**config.mk**
```make
export PLATFORM = sky130hd
export DESIGN_NAME = ibb_bridge
export DESIGN_NICKNAME = d
export VERILOG_FILES = /design/src/rtl/ibb_pkg.sv /design/src/rtl/ibb_stage.sv /design/src/rtl/ibb_seq.sv /design/src/rtl/ibb_bridge.sv
export SDC_FILE = /design/constraint.sdc
export NUM_CORES = 1
export LEC_CHECK = 0
export ABC_AREA = 0
export BUFFER_PORTS_ARGS = -buffer_cell sky130_fd_sc_hd__buf_4
export CAP_MARGIN = 20
export CORE_MARGIN = 3
export CORE_UTILIZATION = 47
export CTS_CLUSTER_DIAMETER = 40
export DETAILED_ROUTE_END_ITERATION = 7
export GPL_ROUTABILITY_DRIVEN = 0
export HOLD_SLACK_MARGIN = 0.02
export PLACE_DENSITY = 0.66
export SYNTH_ARGS = -nofsm -noshare
export SYNTH_HDL_FRONTEND = slang
export SYNTH_SLANG_ARGS = --single-unit
```
**constraint.sdc**
```tcl
create_clock -name clk -period 4.6 [get_ports clk]
set_input_delay 0.23 -clock clk [delete_from_list [all_inputs] [get_ports clk]]
set_output_delay 0.23 -clock clk [all_outputs]
set_load 0.02 [all_outputs]
```
**src/rtl/ibb_pkg.sv**
```systemverilog
package ibb_pkg;
   localparam int NCH = 2;

   localparam logic [11:0] A_VERSION  = 12'h000;
   localparam logic [11:0] A_TRIGGER  = 12'h004;
   localparam logic [11:0] A_CONTROL  = 12'h008;
   localparam logic [11:0] A_WINDOW   = 12'h00C;
   localparam logic [11:0] A_STATUS   = 12'h048;
   localparam logic [11:0] A_WBO_WORD = 12'h04C;
   localparam logic [11:0] A_WBO_BYTE = 12'h050;
   localparam logic [11:0] A_RBO      = 12'h05C;

   localparam logic [31:0] VERSION_VAL  = 32'h0000_00A1;
   localparam logic [31:0] WBO_WORD_RST = 32'h0044_EEE4;
   localparam logic [31:0] WBO_BYTE_RST = 32'h0055_AAFF;
   localparam logic [31:0] RBO_RST      = 32'h0044_EEE4;
   localparam logic [31:0] WBO_WORD_REQ = 32'h0011_101B;
   localparam logic [31:0] WBO_BYTE_REQ = 32'h0C33_0F3F;
   localparam logic [31:0] RBO_REQ      = 32'h0003_0B1B;

   localparam int ACK_LSB = 16;

   // staged-register block base and read-data word per channel
   function automatic logic [11:0] stage_base(input int c);
      return (c == 0) ? 12'h010 : 12'h028;
   endfunction
   function automatic logic [11:0] rdata_word(input int c);
      return (c == 0) ? 12'h084 : 12'h090;
   endfunction

   typedef struct packed {
      logic        en;
      logic        rd;
      logic [31:0] size;
      logic [31:0] addr;
      logic [31:0] wdata;
   } stage_t;
endpackage

```
**src/rtl/ibb_stage.sv**
```systemverilog
module ibb_stage
   import ibb_pkg::*;
#(
   parameter logic [11:0] BASE  = 12'h010,
   parameter logic [11:0] RDOFF = 12'h084
) (
   input  logic        clk,
   input  logic        rst_n,
   input  logic        wr_en,
   input  logic [11:0] word,
   input  logic [31:0] wdata,
   input  logic        cap_en,
   input  logic [31:0] cap_data,
   output stage_t      stage,
   output logic [31:0] rd_val,
   output logic        rd_hit
);
   localparam logic [11:0] O_EN   = BASE;
   localparam logic [11:0] O_MODE = BASE + 12'h004;
   localparam logic [11:0] O_SIZE = BASE + 12'h008;
   localparam logic [11:0] O_ADDR = BASE + 12'h00C;
   localparam logic [11:0] O_WDAT = BASE + 12'h010;

   stage_t      st_q;
   logic [31:0] rdata_q;

   always_ff @(posedge clk or negedge rst_n) begin
      if (!rst_n) begin
         st_q    <= '0;
         rdata_q <= '0;
      end else begin
         if (wr_en) begin
            case (word)
               O_EN:    st_q.en    <= wdata[0];
               O_MODE:  st_q.rd    <= wdata[0];
               O_SIZE:  st_q.size  <= wdata;
               O_ADDR:  st_q.addr  <= wdata;
               O_WDAT:  st_q.wdata <= wdata;
               default: ;
            endcase
         end
         if (cap_en) rdata_q <= cap_data;
      end
   end

   assign stage = st_q;

   always_comb begin
      rd_hit = 1'b1;
      case (word)
         O_EN:    rd_val = {31'd0, st_q.en};
         O_MODE:  rd_val = {31'd0, st_q.rd};
         O_SIZE:  rd_val = st_q.size;
         O_ADDR:  rd_val = st_q.addr;
         O_WDAT:  rd_val = st_q.wdata;
         RDOFF:   rd_val = rdata_q;
         default: begin
            rd_val = '0;
            rd_hit = 1'b0;
         end
      endcase
   end
endmodule

```
**src/rtl/ibb_seq.sv**
```systemverilog
module ibb_seq #(
   parameter int NCH     = 2,
   parameter int TIMEOUT = 256
) (
   input  logic                 clk,
   input  logic                 rst_n,
   input  logic                 start,
   input  logic [$clog2(NCH)-1:0] start_ch,
   input  logic [NCH-1:0]       ack,
   input  logic [NCH-1:0]       err,
   output logic [NCH-1:0]       req,
   output logic                 busy,
   output logic                 done,
   output logic                 ok,
   output logic [$clog2(NCH)-1:0] cur_ch
);
   localparam int CHW = $clog2(NCH);
   localparam int CW  = $clog2(TIMEOUT);

   if (TIMEOUT < 2) begin : g_bad_tmo
      $error("ibb_seq: TIMEOUT must be at least 2");
   end
   if (NCH < 2) begin : g_bad_nch
      $error("ibb_seq: NCH must be at least 2");
   end

   logic           busy_q;
   logic [CHW-1:0] ch_q;
   logic [CW-1:0]  cnt_q;
   logic           tmo;

   assign tmo  = (cnt_q == CW'(TIMEOUT - 1));
   assign done = busy_q & (ack[ch_q] | tmo);
   assign ok   = busy_q & ack[ch_q] & ~err[ch_q];

   always_ff @(posedge clk or negedge rst_n) begin
      if (!rst_n) begin
         busy_q <= 1'b0;
         ch_q   <= '0;
         cnt_q  <= '0;
      end else if (start && !busy_q) begin
         busy_q <= 1'b1;
         ch_q   <= start_ch;
         cnt_q  <= '0;
      end else if (done) begin
         busy_q <= 1'b0;
      end else if (busy_q) begin
         cnt_q  <= cnt_q + 1'b1;
      end
   end

   for (genvar c = 0; c < NCH; c++) begin : g_req
      assign req[c] = busy_q && (ch_q == CHW'(c));
   end

   assign busy   = busy_q;
   assign cur_ch = ch_q;
endmodule

```
**src/rtl/ibb_bridge.sv**
```systemverilog
module ibb_bridge
   import ibb_pkg::*;
#(
   parameter int TIMEOUT = 256,
   parameter int DN_AW   = 32
) (
   input  logic             clk,
   input  logic             rst_n,
   input  logic             psel,
   input  logic             penable,
   input  logic             pwrite,
   input  logic [11:0]      paddr,
   input  logic [31:0]      pwdata,
   input  logic [3:0]       pstrb,
   output logic [31:0]      prdata,
   output logic             pready,
   output logic             pslverr,
   output logic [1:0]       dn_req,
   output logic             dn_we,
   output logic [1:0]       dn_size,
   output logic [DN_AW-1:0] dn_addr,
   output logic [31:0]      dn_wdata,
   input  logic [1:0]       dn_ack,
   input  logic [1:0]       dn_err,
   input  logic [1:0][31:0] dn_rdata,
   output logic             irq
);
   if (DN_AW < 1 || DN_AW > 32) begin : g_bad_aw
      $error("ibb_bridge: DN_AW must be 1..32");
   end

   logic        acc, wr_ok, busy, done, ok, cur_ch;
   logic        trig, one_en, size_bad, start, trig_err, bo_err;
   logic [11:0] word;
   stage_t      stg    [NCH];
   logic [31:0] rd_val [NCH];
   logic [NCH-1:0] rd_hit;
   stage_t      sel;
   logic [31:0] ctrl_q, win_q, wbo_word_q, wbo_byte_q, rbo_q;
   logic [1:0]  st_q, st_set, st_clr;
   logic        op_we, op_rd;
   logic [1:0]  op_size;
   logic [DN_AW-1:0] op_addr;
   logic [31:0] op_wdata;

   assign acc   = psel & penable;
   assign wr_ok = acc & pwrite & (pstrb == 4'hF);
   assign word  = {paddr[11:2], 2'b00};

   for (genvar c = 0; c < NCH; c++) begin : g_ch
      ibb_stage #(.BASE(stage_base(c)), .RDOFF(rdata_word(c))) u_stage (
         .clk(clk), .rst_n(rst_n), .wr_en(wr_ok), .word(word), .wdata(pwdata),
         .cap_en(done & ok & op_rd & (cur_ch == 1'(c))),
         .cap_data(dn_rdata[c]),
         .stage(stg[c]), .rd_val(rd_val[c]), .rd_hit(rd_hit[c]));
   end

   ibb_seq #(.NCH(NCH), .TIMEOUT(TIMEOUT)) u_seq (
      .clk(clk), .rst_n(rst_n), .start(start), .start_ch(stg[1].en),
      .ack(dn_ack), .err(dn_err), .req(dn_req), .busy(busy),
      .done(done), .ok(ok), .cur_ch(cur_ch));

   // trigger qualification
   assign sel      = stg[1].en ? stg[1] : stg[0];
   assign one_en   = stg[0].en ^ stg[1].en;
   assign size_bad = |sel.size[31:2];
   assign trig     = wr_ok && (word == A_TRIGGER) && !busy;
   assign start    = trig & one_en & ~size_bad;
   assign trig_err = trig & (~one_en | size_bad);

   assign bo_err = wr_ok && (((word == A_WBO_WORD) && (pwdata != WBO_WORD_REQ)) ||
                             ((word == A_WBO_BYTE) && (pwdata != WBO_BYTE_REQ)) ||
                             ((word == A_RBO)      && (pwdata != RBO_REQ)));

   assign pslverr = acc & ((pwrite & (pstrb != 4'hF)) | trig_err | bo_err);
   assign pready  = 1'b1;

   assign st_set = (done & ok) ? (cur_ch ? 2'b10 : 2'b01) : 2'b00;
   assign st_clr = (wr_ok && word == A_STATUS) ? pwdata[ACK_LSB +: 2] : 2'b00;

   always_ff @(posedge clk or negedge rst_n) begin
      if (!rst_n) begin
         ctrl_q     <= '0;
         win_q      <= '0;
         wbo_word_q <= WBO_WORD_RST;
         wbo_byte_q <= WBO_BYTE_RST;
         rbo_q      <= RBO_RST;
         st_q       <= '0;
         op_we      <= 1'b0;
         op_rd      <= 1'b0;
         op_size    <= '0;
         op_addr    <= '0;
         op_wdata   <= '0;
      end else begin
         if (wr_ok) begin
            case (word)
               A_CONTROL:  ctrl_q     <= pwdata;
               A_WINDOW:   win_q      <= pwdata;
               A_WBO_WORD: wbo_word_q <= pwdata;
               A_WBO_BYTE: wbo_byte_q <= pwdata;
               A_RBO:      rbo_q      <= pwdata;
               default: ;
            endcase
         end
         st_q <= (st_q & ~st_clr) | st_set;
         if (start) begin
            op_we    <= ~sel.rd;
            op_rd    <= sel.rd;
            op_size  <= sel.size[1:0];
            op_addr  <= sel.addr[DN_AW-1:0];
            op_wdata <= sel.wdata;
         end
      end
   end

   assign dn_we    = op_we;
   assign dn_size  = op_size;
   assign dn_addr  = op_addr;
   assign dn_wdata = op_wdata;
   assign irq      = |st_q;

   always_comb begin
      case (word)
         A_VERSION:  prdata = VERSION_VAL;
         A_TRIGGER:  prdata = {31'd0, busy};
         A_CONTROL:  prdata = ctrl_q;
         A_WINDOW:   prdata = win_q;
         A_STATUS:   prdata = {14'd0, st_q, 16'd0};
         A_WBO_WORD: prdata = wbo_word_q;
         A_WBO_BYTE: prdata = wbo_byte_q;
         A_RBO:      prdata = rbo_q;
         default: begin
            prdata = '0;
            for (int c = 0; c < NCH; c++)
               if (rd_hit[c]) prdata = rd_val[c];
         end
      endcase
   end
endmodule

```
; ---- Word-level counts from Yosys, hierarchy flattened
; Index checks and enable logic that the tools add are counted.
[word_totals]
inputBits = 121
out_inout_bits = 104
reg_bits = 500
word_cells = 138
[classes]
bitwise = 28
n_eq_ne = 26
mux = 20
addsub = 1
n_reduce_logical = 36
n_lt_le_gt_ge = 1
[op_table]
columns = op, count
row1 = 32-bit one-hot mux with 6 select lines, 2
row2 = 32-bit one-hot mux with 8 select lines, 1
row3 = 97-bit 2-to-1 mux, 1
row4 = 32-bit 2-to-1 mux, 2
row5 = "10-bit by 4-bit == test with 1-bit output, second input constant", 6
row6 = "10-bit by 3-bit == test with 1-bit output, second input constant", 4
row7 = "10-bit by 5-bit == test with 1-bit output, second input constant", 4
row8 = "32-bit by 18-bit != test with 1-bit output, second input constant", 1
row9 = "32-bit by 21-bit != test with 1-bit output, second input constant", 1
row10 = "32-bit by 28-bit != test with 1-bit output, second input constant", 1
row11 = 2-bit AND reduction, 16
row12 = 30-bit OR reduction, 1
row13 = 8-bit 2-to-1 mux, 3
row14 = "10-bit by 2-bit == test with 1-bit output, second input constant", 2
row15 = "10-bit by 6-bit == test with 1-bit output, second input constant", 2
row16 = 1-bit bitwise AND, 15
row17 = 12-bit zero test, 1
row18 = 6-bit OR reduction, 2
row19 = "10-bit by 1-bit == test with 1-bit output, second input constant", 1
row20 = 1-bit logical AND, 10
row21 = "8-bit by 1-bit adder with 8-bit output, second input constant", 1
row22 = "8-bit == test, second input constant", 1
row23 = 1-bit 2-to-1 mux, 8
row24 = 2-bit 2-to-1 mux, 3
row25 = other kinds (14), 23

; ---- Logic depth before layout (Yosys ltp)
[logic_depth]
word_depth = 10
depth_mapped = 9
ltp_nobuf = 6

; ---- Modules after synthesis
; From an unflattened synthesis, not the netlist that was laid out.
[hier_totals]
cells_unflattened = 1841
hier_area_um2 = 23691.5
[modules_own_cells]
columns = module, cells_each, instances, seq_area_each_um2, area_each_um2
row1 = ibb_bridge, 924, 1, 5805.6, 10974.3
row2 = ibb_stage at g_ch[1].u_stage, 448, 1, 3253.1, 6114.6
row3 = ibb_stage at g_ch[0].u_stage, 411, 1, 3253.1, 6010.8
row4 = ibb_seq, 58, 1, 250.2, 591.8

; ---- Least setup slack after synthesis
; No wires, ideal clock.
[synth_timing]
path_kind = input port to output port
start = input port paddr[5]
end = output port prdata[1]
setup_slack_ps = 2106
cell_stages = 8
path_buffers = 3
t_required_ps = 4370
arrival_ps = 2264
path_cell_list = buf_2 nor4b_2 and2_1 buf_2 clkbuf_1 a22oi_1 o22a_1 a21oi_1
[synth_via]
elab_chain_cells = 6
elab_cells_between_ends = 29
classes_between = eq/ne: 19 / mux: 7 / reduce/logical: 3
[synth_rtl]
columns = element, line_no
row1 = start: declaration, ibb_bridge.sv:12  ; input logic [11:0] paddr,
row2 = "10-bit by 3-bit == test with 1-bit output, or another cell as far along", ibb_stage.sv:50  ; case (word)
row3 = 6-bit OR reduction (no line), -
row4 = 1-bit 2-to-1 mux, ibb_stage.sv:50
row5 = 32-bit 2-to-1 mux (2 in a row), ibb_bridge.sv:135  ; if (rd_hit[c]) prdata = rd_val[c];
row6 = 32-bit one-hot mux with 8 select lines *, ibb_bridge.sv:123  ; case (word)
row7 = end: declaration, ibb_bridge.sv:15  ; output logic [31:0] prdata,
; Every way passes the cells marked *; elsewhere a longest branch is shown, timed or not.

; ---- Final worst setup path
[layout_timing]
start = register g_ch[1].u_stage.st_q, in the netlist g_ch[1].u_stage.stage[97]
end = output port prdata[0]
[layout_via]
elab_chain_cells = 3
[layout_rtl]
columns = element, line_no
row1 = start: declaration, ibb_stage.sv:24  ; stage_t st_q;
row2 = 32-bit one-hot mux with 6 select lines, ibb_stage.sv:50
row3 = 32-bit 2-to-1 mux, ibb_bridge.sv:135
row4 = 32-bit one-hot mux with 8 select lines, ibb_bridge.sv:123
; Every way passes these cells.

==> impl_metrics.toml <==
[setup_path]
critical_path.reg2reg.endpoint = "dn_addr[30]"
cp_max_fo = 48
arrival_ns = 3.38
crit_type = "reg2out"
worst_setup_path_end_kind = "output pin"
critPathLaunchType = "flip-flop"
r2r_slack_ns = 1.31
timing.critical_path.required_ns = 4.37
r2r_cells = 6
timing.rr.start = "g_ch[1].u_stage.stage[97]"

[yosys]
synth.ff_latch_count = 500
seq_area_frac_synth = 0.542
number_of_enable_type_register_cells_in_the_synthesized_netlist = 0
netlist-cell-type-count = 61
syn_area_sq_um = 23200
postSynthNetCount = 1865
async_flop_share = 1.00
synth.avg_cell_area_sq_um = 13.3
yosys_warnings = 0
synthCells = 1743
ys_dominant_reg_cell = "sky130_fd_sc_hd__dfrtp_1"

[job]
timing.max_cap.violations = 0

[global_routing]
global_route.overflow_total = 0
grt_pass1_wl_um = 111000
most_congested_layer_reported_by_global_routing = "met2"
antenna_found_initial = 6
groute.usage.overall = 0.279
via_count_of_the_first_global_routing_pass = 17629
maximum_number_of_pins_on_one_net_before_global_route_repair = 130
grt_use_met3 = 0.0573
grtUsageMet2 = 0.444
gr-usage-met1 = 0.372

[floorplanning]
io-pin-count = 225
dieArea_sq_um = 52100
fp-row-count = 80
die_h_um = 228
die_w_um = 228
initial_core_util = 0.481
placeableCoreArea_sq_um = 48200

[cts]
cts-resized-gates = 0
clk_transition_reported_paths_ns = 0.05
cts_buffers = 76
insertion_delay_ns = 0.60
tritoncts = "done"
post_cts.repair.setup_buffers = 0
cts_sinks = 500
cts_htree_levels = 3
root_buffer = "sky130_fd_sc_hd__clkbuf_16"
clock_tree.buffer_depth = 3

[layout]
final_cell_mix = "sky130_fd_sc_hd__mux2_2, sky130_fd_sc_hd__dfrtp_1, sky130_fd_sc_hd__buf_4"
area_growth_pct = 26.4
drive_gt1_frac = 0.490
nets = 2158
finalCoreUtilization = 0.608
layout.cells.most_common = "sky130_fd_sc_hd__mux2_2"

[timing]
hold_viol = 0
worst-slew-pin-transition_ns = 1.09
maxSlewHeadroom = 0.271
fin_crit_sh = 0.784
clock.fmax_mhz = 277
finalMaxSlewViolations = 0
setup_tns_ns = 0
min_period_ns = 3.61
unrepaired_setup_endpoints_after_global_routing = "false"
clock-skew-final_ns = 0.0218
setup_violations = 0

[drt]
wl_um = 73500
drt_pass1_iterations = 7
wl_per_cell_um = 26.7
vias_per_cell = 6.06
first_iter_violations = 1600
vias = 16715
detail-route-antenna-nets = 0
drc = 0

[hold_path]
hold_path_end = "g_ch[1].u_stage.stage[32]"
hold_path.class = "in2reg"
whs_path_depth = 2
hp-start = "pwdata[0]"

[power_and_ir_drop]
total_power_mw = 11.0
worst_ir_drop_vdd_mv = 0.215
leakagePower_nw = 14.3
power_per_cell_area_nw_per_um2 = 376

[place]
buffer_ports.inserted = 221
detailed_place_hpwl_um = 46300

[run_status]
run_status = "finished clean"
-- power breakdown --
part,internal [mW],switching (mW)
combinational,0.157,0.259
clock,4.03,2.18
sequential,4.41,0.00117
-- routing by layer --
layer,vias to the layer above,routed length (um)
met5,-,51
met4,8,3030
met3,153,5430
met2,659,34500
met1,8695,30400
li1,7200,-
-- Yosys cell counts (3+ instances only) --
cell type                     n  area, sq um
sky130_fd_sc_hd__nand2_1     48          180
sky130_fd_sc_hd__nor2_1      24         90.1
sky130_fd_sc_hd__nor4_1      19          119
sky130_fd_sc_hd__o21ai_0     31          155
sky130_fd_sc_hd__a2bb2oi_1    3         26.3
sky130_fd_sc_hd__a21oi_1     31          155
sky130_fd_sc_hd__and4_1       3         26.3
sky130_fd_sc_hd__mux2i_1     38          380
sky130_fd_sc_hd__a222oi_1    31          310
sky130_fd_sc_hd__a22o_1       3         26.3
sky130_fd_sc_hd__nor3_1      12         60.1
sky130_fd_sc_hd__clkbuf_1   104          390
sky130_fd_sc_hd__and2_1      15         93.8
sky130_fd_sc_hd__xor2_1       5         43.8
sky130_fd_sc_hd__nor2b_1      3         18.8
sky130_fd_sc_hd__nand3_1     26          130
sky130_fd_sc_hd__o22ai_1      7         43.8
sky130_fd_sc_hd__a221oi_1    26          228
sky130_fd_sc_hd__dfstp_2     40         1050
sky130_fd_sc_hd__nand4_1     11         68.8
sky130_fd_sc_hd__and3_1      32          200
sky130_fd_sc_hd__buf_2       15         75.1
sky130_fd_sc_hd__a221o_1      5         50.1
sky130_fd_sc_hd__mux2_4      10          150
sky130_fd_sc_hd__o211ai_1     7         52.6
sky130_fd_sc_hd__mux2_2     546         6150
sky130_fd_sc_hd__dfrtp_1    460        11500
sky130_fd_sc_hd__nor4b_1      5         43.8
sky130_fd_sc_hd__a22oi_1     82          616
sky130_fd_sc_hd__buf_1       34          128
sky130_fd_sc_hd__or2_2        4         25.0
sky130_fd_sc_hd__o22a_1      24          210
-- worst max-delay path by stage --
stage	startpoint	endpoint	cells after the start
after floorplan	paddr[5]	prdata[1]	8
after global placement	g_ch[1].u_stage.stage[97]	dn_addr[27]	6
after detailed placement	g_ch[1].u_stage.stage[97]	dn_addr[30]	6
after CTS	g_ch[1].u_stage.stage[97]	prdata[0]	6
after global routing	g_ch[1].u_stage.stage[97]	prdata[0]	6
final	g_ch[1].u_stage.stage[97]	prdata[0]	6
-- critical path: stages (launching register included) --
cell                       delay, ns
sky130_fd_sc_hd__dfrtp_4        0.93
sky130_fd_sc_hd__buf_4          0.55
sky130_fd_sc_hd__mux2_2         0.25
sky130_fd_sc_hd__nand4_1        0.09
sky130_fd_sc_hd__and4_1         0.25
sky130_fd_sc_hd__o211ai_1       0.39
sky130_fd_sc_hd__buf_4          0.23
-- final cells by class --
class	instances	area (sq um)
fillers	3783	18900
flip-flops and latches	500	12600
multi-input cells	1085	10000
repair buffers	371	3120
clock buffers	94	2110
well taps	656	821
clock inverters	48	664
inverters	2	7.51
diodes	1	2.50
-- per-stage QoR --
stage                     setup slack, ns  cells  hold WS, ns  cell area (sq um)
after floorplan                      2.11   1743      -0.0656              23200
after global placement               1.47   2519        0.344              25600
after detailed placement             1.30   2519        0.347              25600
after CTS                            1.03   2756       0.0228              29300
after global routing                0.940   2756       0.0494              29300
final                               0.994   2757       0.0586              29300
-- state kept, by name, summed over array words and instances, names as in the netlist --
signal                flops
dn_addr                  32
dn_size                   2
g_ch.u_stage.stage      196
g_ch.u_stage.rdata_q     64
dn_we                     1
op_rd                     1
u_seq.busy                1
u_seq.cnt_q               8
u_seq.cur_ch              1
wbo_word_q               32
rbo_q                    32
ctrl_q                   32
st_q                      2
win_q                    32
wbo_byte_q               32
dn_wdata                 32
-- timing repair --
| action | 4_1_cts | 5_1_grt |
|---|---|---|
| endpoints found under the hold margin | 487 | 0 |
| hold buffers | 95 | 0 |
| setup endpoints to repair | 0 | 0 |
-- cells by family (layout without fill, tap and decap cells) --
family / Yosys count / in the layout / synth area share
mux: 595 / 595 / 0.289
flops: 500 / 500 / 0.542
compound gates: 265 / 265 / 0.0867
simple gates: 217 / 217 / 0.0526
buf+inv: 158 / 515 / 0.0272
xor+xnor: 6 / 6 / 0.00227
fa+ha+maj: 1 / 1 / 0.000539
other cells: 1 / 2 / 0.000162
(Power assumes the default switching activity.)
